**src/rtl/phase_window_search.sv**
```systemverilog
module phase_window_search #(
  parameter int UNIT_W = 7,
  parameter int PH_W   = 4
) (
  input  logic              clk,
  input  logic              rst_n,
  input  logic              start,
  input  logic              bypass,
  input  logic [UNIT_W-1:0] unit_in,
  input  logic [PH_W-1:0]   max_phase_in,
  input  logic              test_ack,
  input  logic              test_pass,
  output logic              test_req,
  output logic              dly_en,
  output logic              smp_en,
  output logic [UNIT_W-1:0] cfg_unit,
  output logic [PH_W-1:0]   cfg_phase,
  output logic [PH_W-1:0]   final_phase,
  output logic              done,
  output logic              err
);
  localparam int LEN_W = PH_W + 1;

  typedef enum logic [2:0] {
    ST_IDLE, ST_EN, ST_WR, ST_REL, ST_TEST, ST_DECIDE
  } st_t;

  st_t              state;
  logic             fin;
  logic [UNIT_W-1:0] unit_r;
  logic [PH_W-1:0]  max_r, phase, best_end;
  logic [LEN_W-1:0] cur_len, best_len, cur_inc;

  assign cur_inc = cur_len + LEN_W'(1);

  always_ff @(posedge clk or negedge rst_n) begin
    if (!rst_n) begin
      state       <= ST_IDLE;
      fin         <= 1'b0;
      unit_r      <= '0;
      max_r       <= '0;
      phase       <= '0;
      best_end    <= '0;
      cur_len     <= '0;
      best_len    <= '0;
      test_req    <= 1'b0;
      dly_en      <= 1'b0;
      smp_en      <= 1'b0;
      cfg_unit    <= '0;
      cfg_phase   <= '0;
      final_phase <= '0;
      done        <= 1'b0;
      err         <= 1'b0;
    end else begin
      done <= 1'b0;
      if (bypass) begin
        dly_en   <= 1'b0;
        smp_en   <= 1'b0;
        test_req <= 1'b0;
        fin      <= 1'b0;
        state    <= ST_IDLE;
      end else begin
        case (state)
          ST_IDLE: if (start) begin
            unit_r   <= unit_in;
            max_r    <= max_phase_in;
            phase    <= '0;
            cur_len  <= '0;
            best_len <= '0;
            best_end <= '0;
            fin      <= 1'b0;
            err      <= 1'b0;
            state    <= ST_EN;
          end
          ST_EN: begin
            dly_en <= 1'b1;
            smp_en <= 1'b1;
            state  <= ST_WR;
          end
          ST_WR: begin
            cfg_unit  <= unit_r;
            cfg_phase <= phase;
            state     <= ST_REL;
          end
          ST_REL: begin
            smp_en <= 1'b0;
            if (fin) begin
              fin         <= 1'b0;
              final_phase <= cfg_phase;
              done        <= 1'b1;
              state       <= ST_IDLE;
            end else begin
              test_req <= 1'b1;
              state    <= ST_TEST;
            end
          end
          ST_TEST: if (test_ack) begin
            test_req <= 1'b0;
            if (test_pass) begin
              cur_len <= cur_inc;
              if (cur_inc > best_len) begin
                best_len <= cur_inc;
                best_end <= phase;
              end
            end else begin
              cur_len <= '0;
            end
            if (phase == max_r) begin
              state <= ST_DECIDE;
            end else begin
              phase <= phase + PH_W'(1);
              state <= ST_EN;
            end
          end
          ST_DECIDE: begin
            if (best_len == '0) begin
              err   <= 1'b1;
              done  <= 1'b1;
              state <= ST_IDLE;
            end else begin
              phase <= best_end - PH_W'(best_len >> 1);
              fin   <= 1'b1;
              state <= ST_EN;
            end
          end
          default: state <= ST_IDLE;
        endcase
      end
    end
  end
endmodule


```
**config.mk**
```make
export PLATFORM = sky130hd
export DESIGN_NAME = phase_window_search
export DESIGN_NICKNAME = d
export VERILOG_FILES = /design/src/rtl/phase_window_search.sv
export SDC_FILE = /design/constraint.sdc
export NUM_CORES = 1
export LEC_CHECK = 0
export ABC_AREA = 0
export BUFFER_PORTS_ARGS = -buffer_cell sky130_fd_sc_hd__buf_2
export CORE_MARGIN = 2
export CORE_UTILIZATION = 30
export DETAILED_ROUTE_END_ITERATION = 10
export GPL_ROUTABILITY_DRIVEN = 0
export PLACE_DENSITY_LB_ADDON = 0.25
export REMOVE_ABC_BUFFERS = 1
export SLEW_MARGIN = 10
export SYNTH_ARGS = -nofsm -noshare
export SYNTH_HDL_FRONTEND = slang
export SYNTH_SLANG_ARGS = --single-unit
```
**constraint.sdc**
```tcl
create_clock -name clk -period 2.9 [get_ports clk]
set_clock_uncertainty 0.2 [all_clocks]
set_input_delay 0.58 -clock clk [delete_from_list [all_inputs] [get_ports clk]]
set_output_delay 0.58 -clock clk [all_outputs]
set_load 0.05 [all_outputs]
```
==> metrics.log, run 1 <==
[metrics] Max-cap violations: 0
[metrics] Combinational Power Share: 0.245
[metrics] Power Density: 634 mW/mm2
[metrics] Pins Over Slew Limit: 0
[metrics] fin nets: 295
[metrics] final setup violation count: 0
[metrics] element type at the critical path end: flop
[metrics] number of synthesis warnings: 0
[metrics] Clock Path Buffers: 2
[metrics] shortest clock period the worst path allows after layout: 2.72 ns
[metrics] flip-flop and latch count after synthesis: 53
[metrics] sequential element share of the synthesized area: 0.511
[metrics] share of synthesized cell area in full adder, half adder and majority cells: 0.0560
[metrics] total global routing track utilization: 0.121
[metrics] cell row count: 33
[metrics] Post-CTS Setup Inserts: 0
[metrics] area enclosed by the die boundary: 0.00941 mm2
[metrics] most used flip-flop cell after synthesis: dfrtp_1
[metrics] Inserted Diodes: 0
[metrics] via count of the first global-routing pass: 1836
[metrics] required time reported for the critical path endpoint: 2.91 ns
[metrics] simple-gate portion of the synthesized area: 0.114
[metrics] final core occ: 0.365
[metrics] start point of the critical path: cur_len[0]
[metrics] part of the total power dissipated in the clock network: 0.283
[metrics] internal power consumption: 0.00127 W
[metrics] slew at the pin closest to its max-slew limit: 0.682 ns
[metrics] area growth from synthesis to final layout: 16.9%
[metrics] mux share of post-synthesis cell area: 0.121
[metrics] sort of element at the start of the critical path: flop
[metrics] Synth Instances: 226
[metrics] core box area: 0.00830 mm2
[metrics] port bufs: 36
[metrics] Post-DP HPWL: 3830 um
[metrics] Netlist Area Pre-Place: 0.00259 mm2
[metrics] mean area per synthesized cell: 11.5 um2
[metrics] cts bufs inserted: 5
[metrics] Final Total Pwr: 0.00192 W
[metrics] part of the total power dissipated in sequential elements: 0.472
[metrics] proportion of layout cells with a drive suffix above 1: 0.336
[metrics] arrival time of data at the critical path endpoint: 2.72 ns
[metrics] distinct cell type count after synthesis: 46
[metrics] share of async-settable or async-resettable flops after synthesis: 1.00
[metrics] TritonCTS clock tree: built
[metrics] DR iter-0 viols: 90
[metrics] number of clock sinks seen by CTS: 53
[metrics] final count of hold timing violations: 0
[metrics] clock transition at the registers of the reported paths: 0.11 ns
[metrics] main combinational cell family by area after synthesis: compound AO/OA/AOI/OAI gates
[metrics] die height: 97.0 um
[metrics] Total Wirelength: 5540 um
[metrics] overall via count from detail_route: 1866
[metrics] XOR/XNOR share of the synthesized area: 0.0338
[metrics] global-route wire length before repair: 9490 um
[metrics] leakage power figure: 1.42 nW
[metrics] outcome: finished clean
[metrics] fraction of the mapped netlist area in compound gates: 0.129
[metrics] horizontal extent of the die: 97.0 um
[metrics] CTS hold repair buffers: 0
[metrics] post-detailed-route wirelength per cell: 14.8 um
[metrics] clock latency reported for the late side of the worst-skew pair: 0.31 ns
[metrics] DRC viols: 0
[metrics] switching portion of total power: 0.341
[metrics] buffer type at the clock tree root: clkbuf_8
[metrics] post-cts sizing count: 0
[metrics] initial core utilization: 0.313
[metrics] remaining antenna violation count: 0
[metrics] Setup CP Type: reg2reg
[metrics] crit share post-route: 0.937
[metrics] maximum number of pins on one net before global-route repair: 54
[metrics] number of levels in the clock H-tree: 2
[metrics] post-detailed-route via-to-cell ratio: 5.00
[metrics] class of the worst hold path: in2async
[metrics] highest clock frequency the design can meet: 368 MHz
[metrics] hold_ws: 0.157 ns
[metrics] gr ovfl total: 0
[metrics] net switching power of the design: 0.000656 W
[metrics] antenna violations before repair: 0
[metrics] count of flip-flops with a built-in enable after synthesis: 0
[metrics] r2r startpoint: cur_len[0]
[metrics] tightest slew margin relative to the limit: 0.545
[metrics] number of top-level design ports: 37
[metrics] maximum fanout encountered on the critical timing path: 8
[metrics] maximum resistive drop on vdd: 0.457 mV
[metrics] first-pass iteration count of the detailed router: 4
==> layout make-up <==
| type | count | area [um2] |
|---|---|---|
| Timing Repair Buffer | 43 | 233 |
| Fill cell | 826 | 5270 |
| Sequential cell | 53 | 1330 |
| Tap cell | 105 | 131 |
| Clock inverter | 3 | 47.5 |
| Inverter | 10 | 37.5 |
| Clock buffer | 5 | 68.8 |
| Multi-Input combinational cell | 154 | 1190 |
==> critical path: stages (launching register included) <==
cell and delay [ns]:
dfrtp_1 0.41, ha_1 0.24, nand3_1 0.14, xnor2_2 0.22, ha_1 0.28, and3_1 0.21, a31o_2 0.24, a21oi_1 0.23
o21ai_2 0.17, a22o_2 0.26
==> power by group through the flow <==
stage / clock (W) / combinational (W) / sequential [W]
after floorplan: 0 / 0.000160 / 0.00110
after global placement: 0 / 0.000470 / 0.000922
after global routing: 0.000582 / 0.000503 / 0.000922
after detailed placement: 0 / 0.000475 / 0.000922
final: 0.000544 / 0.000472 / 0.000907
after CTS: 0.000562 / 0.000477 / 0.000909
==> worst paths after layout <==
path	cells after the start	slack [ns]	to
max	9	0.18	best_end[2]
max reg2reg	9	0.18	best_end[2]
max in group asynchronous	2	1.87	state[0]
min in group clk	2	0.29	unit_r[2]
min reg2reg	1	0.30	err
min	2	0.16	cur_len[3]
==> state kept, by name (all words and copies together), names as in the netlist <==
signal and count:
best_end 4, best_len 5, cfg_phase 4, cfg_unit 7, cur_len 5, dly_en 1
done 1, err 1, fin 1, final_phase 4, max_r 4, phase 4
smp_en 1, state 3, test_req 1, unit_r 7
==> cells by family after synthesis <==
group / Yosys count
buffers and inverters: 19
XOR/XNOR: 10
AND/OR/NAND/NOR: 59
AO/OA/AOI/OAI: 46
multiplexers: 28
adder cells (fa/ha/maj): 11
flip-flops: 53
==> metrics by stage <==
step | TNS [ns] | area [um2] | setup slack (ns) | cells
after floorplan | 0 | 2540 | 0.392 | 217
after global placement | 0 | 2900 | 0.121 | 365
after detailed placement | 0 | 2900 | 0.0556 | 365
after CTS | 0 | 3020 | 0.0192 | 373
after global routing | -0.00194 | 3030 | -0.00194 | 373
final | 0 | 3030 | 0.183 | 373
==> cell usage after synthesis (3+ instances only) <==
| cell type | count | area (um2) |
|---|---|---|
| a21oi_1 | 6 | 30.0 |
| a22o_1 | 3 | 26.3 |
| a22o_2 | 7 | 70.1 |
| and3_1 | 3 | 18.8 |
| clkbuf_1 | 4 | 15.0 |
| dfrtp_1 | 53 | 1330 |
| ha_1 | 10 | 125 |
| inv_1 | 10 | 37.5 |
| mux2_2 | 27 | 304 |
| nand2_1 | 17 | 63.8 |
| nand3_1 | 8 | 40.0 |
| nand4_1 | 3 | 18.8 |
| nor2_1 | 13 | 48.8 |
| nor2b_1 | 3 | 18.8 |
| nor3_1 | 4 | 20.0 |
| o21ai_0 | 10 | 50.1 |
| o31ai_1 | 3 | 22.5 |
| xnor2_1 | 8 | 70.1 |
==> placed cells by master, fill, tap and decap left out, drive strengths merged, types with 2 or more instances in the layout <==
cell,synthesis,layout
a211oi,2,2
a21boi,2,2
a21o,2,2
a21oi,6,6
a22o,10,10
and3,3,3
buf,5,43
clkbuf,4,5
dfrtp,53,53
ha,10,10
inv,10,12
mux2,27,27
nand2,17,17
nand2b,2,2
nand3,8,8
nand4,3,3
nor2,13,13
nor2b,3,3
nor3,5,5
o21ai,11,11
o31ai,3,3
xnor2,8,8
xor2,2,2
==> per-layer routing <==
layer  track usage  routed length (um)  up-vias
met5             0                   0        -
met4        0.0228                   0        0
met3        0.0282                 292        0
met2         0.183                2440       57
met1         0.178                2800      920
li1              -                   -      889
Note: power is estimated with default switching activity, not from simulation.
==> inputs of run 2 (changes only) <==
--- a/config.mk
+++ b/config.mk
@@ -8,7 +8,7 @@
 export ABC_AREA = 0
 export BUFFER_PORTS_ARGS = -buffer_cell sky130_fd_sc_hd__buf_2
 export CORE_MARGIN = 2
-export CORE_UTILIZATION = 30
+export CORE_UTILIZATION = 45
 export DETAILED_ROUTE_END_ITERATION = 10
 export GPL_ROUTABILITY_DRIVEN = 0
 export PLACE_DENSITY_LB_ADDON = 0.25
==> run 2 against run 1 <==
  * Non-clock buffer count shrank 1
  * Combinational power is essentially flat
  * Sequential share of layout area grew 1.2 points
  * Die area shrank 32%
  * Global-route usage grew 5.3 points
  * Sequential power is essentially flat
  * Critical path depth is the same
  * Via count shrank 2.8%
  * Worst hold slack gained 0.0036 ns
  * Total power shrank 6.1%
  * Critical path type unchanged
  * Largest power group unchanged
==> metrics.log, run 2 (same netlist as run 1, synthesis figures left out) <==
[metrics] outcome: finished clean (unchanged)
[metrics] cells traversed along the worst timing path: ha_1 -> nand3_1 -> xnor2_2 -> ha_1 -> and3_1 -> a31o_2 -> a21oi_1 -> o21ai_2 -> a22o_2 (unchanged)
[metrics] gr ovfl total: 0 (unchanged)
[metrics] area enclosed by the die boundary: 0.00639 mm2 (was 0.00941 mm2)
[metrics] first-pass iteration count of the detailed router: 4 (unchanged)
[metrics] final setup violation count: 0 (unchanged)
[metrics] TritonCTS clock tree: built (unchanged)
[metrics] post-detailed-route via-to-cell ratio: 5.37 (was 5.00)
[metrics] maximum fanout encountered on the critical timing path: 8 (unchanged)
[metrics] clock transition at the registers of the reported paths: 0.10 ns (was 0.11 ns)
[metrics] cell row count: 27 (was 33)
[metrics] total buffers and inverters traversed by the critical path: 0 (unchanged)
[metrics] Slowest-stage cell, CP: dfrtp_1 (unchanged)
[metrics] Power Density: 612 mW/mm2 (was 634 mW/mm2)
[metrics] registers with the most flip-flops: cfg_unit: 7 flops, unit_r: 7 flops (unchanged)
[metrics] proportion of layout cells with a drive suffix above 1: 0.331 (was 0.336)
[metrics] fin nets: 294 (was 295)
[metrics] delay of the slowest cell on the worst path: 0.41 ns (about the same)
[metrics] final count of hold timing violations: 0 (unchanged)
[metrics] Inserted Diodes: 0 (unchanged)
[metrics] number of top-level design ports: 37 (unchanged)
[metrics] top library cells by usage in the layout, fill and taps aside: dfrtp_1 (53), buf_2 (36), mux2_2 (27) (unchanged)
[metrics] Setup CP Type: reg2reg (unchanged)
[metrics] most common cell type on the critical path: ha_1 (unchanged)
[metrics] shortest clock period the worst path allows after layout: 2.68 ns (was 2.72 ns)
[metrics] DRC viols: 0 (unchanged)
[metrics] buffer type at the clock tree root: clkbuf_8 (unchanged)
[metrics] crit share post-route: 0.926 (was 0.937)
[metrics] maximum resistive drop on vdd: 0.473 mV (was 0.457 mV)
[metrics] maximum number of pins on one net before global-route repair: 54 (unchanged)
[metrics] setup slack of the worst register-to-register path: 0.22 ns (was 0.18 ns)
[metrics] slew at the pin closest to its max-slew limit: 0.664 ns (was 0.682 ns)
[metrics] arrival time of data at the critical path endpoint: 2.70 ns (was 2.72 ns)
[metrics] clock latency reported for the late side of the worst-skew pair: 0.32 ns (was 0.31 ns)
[metrics] Final Total Pwr: 0.00181 W (was 0.00192 W)
[metrics] DR iter-0 viols: 68 (was 90)
[metrics] number of clock sinks seen by CTS: 53 (unchanged)
[metrics] class of the worst hold path: in2async (unchanged)
[metrics] area occupied by multi-input gates: 0.00119 mm2 (unchanged)
[metrics] hold_ws: 0.161 ns (was 0.157 ns)
[metrics] post-detailed-route wirelength per cell: 14.9 um (was 14.8 um)
[metrics] horizontal extent of the die: 79.9 um (was 97.0 um)
[metrics] via count of the first global-routing pass: 1831 (was 1836)
[metrics] port bufs: 36 (unchanged)
[metrics] global-route wire length before repair: 8590 um (was 9490 um)
[metrics] sort of element at the start of the critical path: flop (unchanged)
[metrics] required time reported for the critical path endpoint: 2.92 ns (was 2.91 ns)
[metrics] initial core utilization: 0.468 (was 0.313)
[metrics] total global routing track utilization: 0.174 (was 0.121)
[metrics] core box area: 0.00554 mm2 (was 0.00830 mm2)
[metrics] Max-cap violations: 0 (unchanged)
[metrics] tightest slew margin relative to the limit: 0.558 (was 0.545)
[metrics] area growth from synthesis to final layout: 13.8% (was 16.9%)
[metrics] Total Wirelength: 5050 um (was 5540 um)
[metrics] cts bufs inserted: 5 (unchanged)
[metrics] antenna violations before repair: 0 (unchanged)
[metrics] commonest non-fill, non-tap cell in the layout: dfrtp_1 (unchanged)
[metrics] element type at the critical path end: flop (unchanged)
[metrics] setup repair after global routing missed its margin: no
[metrics] leakage power figure: 1.40 nW (was 1.42 nW)
[metrics] area occupied by registers: 0.00133 mm2 (unchanged)
[metrics] number of levels in the clock H-tree: 2 (unchanged)
[metrics] remaining antenna violation count: 0 (unchanged)
[metrics] highest clock frequency the design can meet: 373 MHz (was 368 MHz)
[metrics] die height: 79.9 um (was 97.0 um)
[metrics] Pins Over Slew Limit: 0 (unchanged)
[metrics] Post-CTS Setup Inserts: 0 (unchanged)
[metrics] kind of cell adding the most delay to the critical path: compound AO/OA/AOI/OAI gates (unchanged)
[metrics] Setup TNS Final: 0 ns (unchanged)
[metrics] Post-DP HPWL: 3550 um (was 3830 um)
[metrics] overall via count from detail_route: 1814 (was 1866)
[metrics] Clock Path Buffers: 2 (unchanged)
[metrics] fill cell count: 515 (was 826)
[run 2: final cells by class]
cell class,instances,area share
Clock buffer,5,0.0233
Sequential cell,53,0.449
Inverter,10,0.0127
Clock inverter,2,0.00551
Timing Repair Buffer,42,0.0763
Tap cell,72,0.0305
Multi-Input combinational cell,154,0.402
[run 2: final timing paths]
path,start,endpoint,cells after the start
min in group clk,unit_in[3],unit_r[3],2
worst max register to register,cur_len[0],best_len[3],9
worst min register to register,dly_en,dly_en,2
worst min-delay path,rst_n,cur_len[4],2
worst max-delay path,cur_len[0],best_len[3],9
max in group asynchronous,rst_n,test_req,2
[run 2: timing repair]
item / CTS / global route
setup endpoints to repair: 0 / 8
gates resized for setup: 0 / 2
hold buffers: 0 / 0
[run 2: metal layers]
layer / global-route usage / vias to the layer above / share of wire
li1: - / 882 / -
met2: 0.263 / 48 / 0.45
met5: 0 / - / 0
met1: 0.235 / 877 / 0.47
met3: 0.0486 / 7 / 0.065
met4: 0.0695 / 0 / 0.016
[run 2: metrics by stage]
step	setup WS (ns)	std cells	utilization	cell area [um2]
6_report	0.216	338	0.533	2950
5_1_grt	0.0255	338	0.533	2950
4_1_cts	0.0630	338	0.531	2940
3_5_place_dp	0.0883	331	0.515	2860
3_3_place_gp	0.140	331	0.515	2860
2_1_floorplan	0.392	217	-	2540
[run 2: where the power goes]
group	switching, W	internal [W]	leakage, nW	total, W
registers	0.0000633	0.000844	0.700	0.000907
clock network	0.000259	0.000167	0.0402	0.000426
logic	0.000313	0.000159	0.659	0.000473
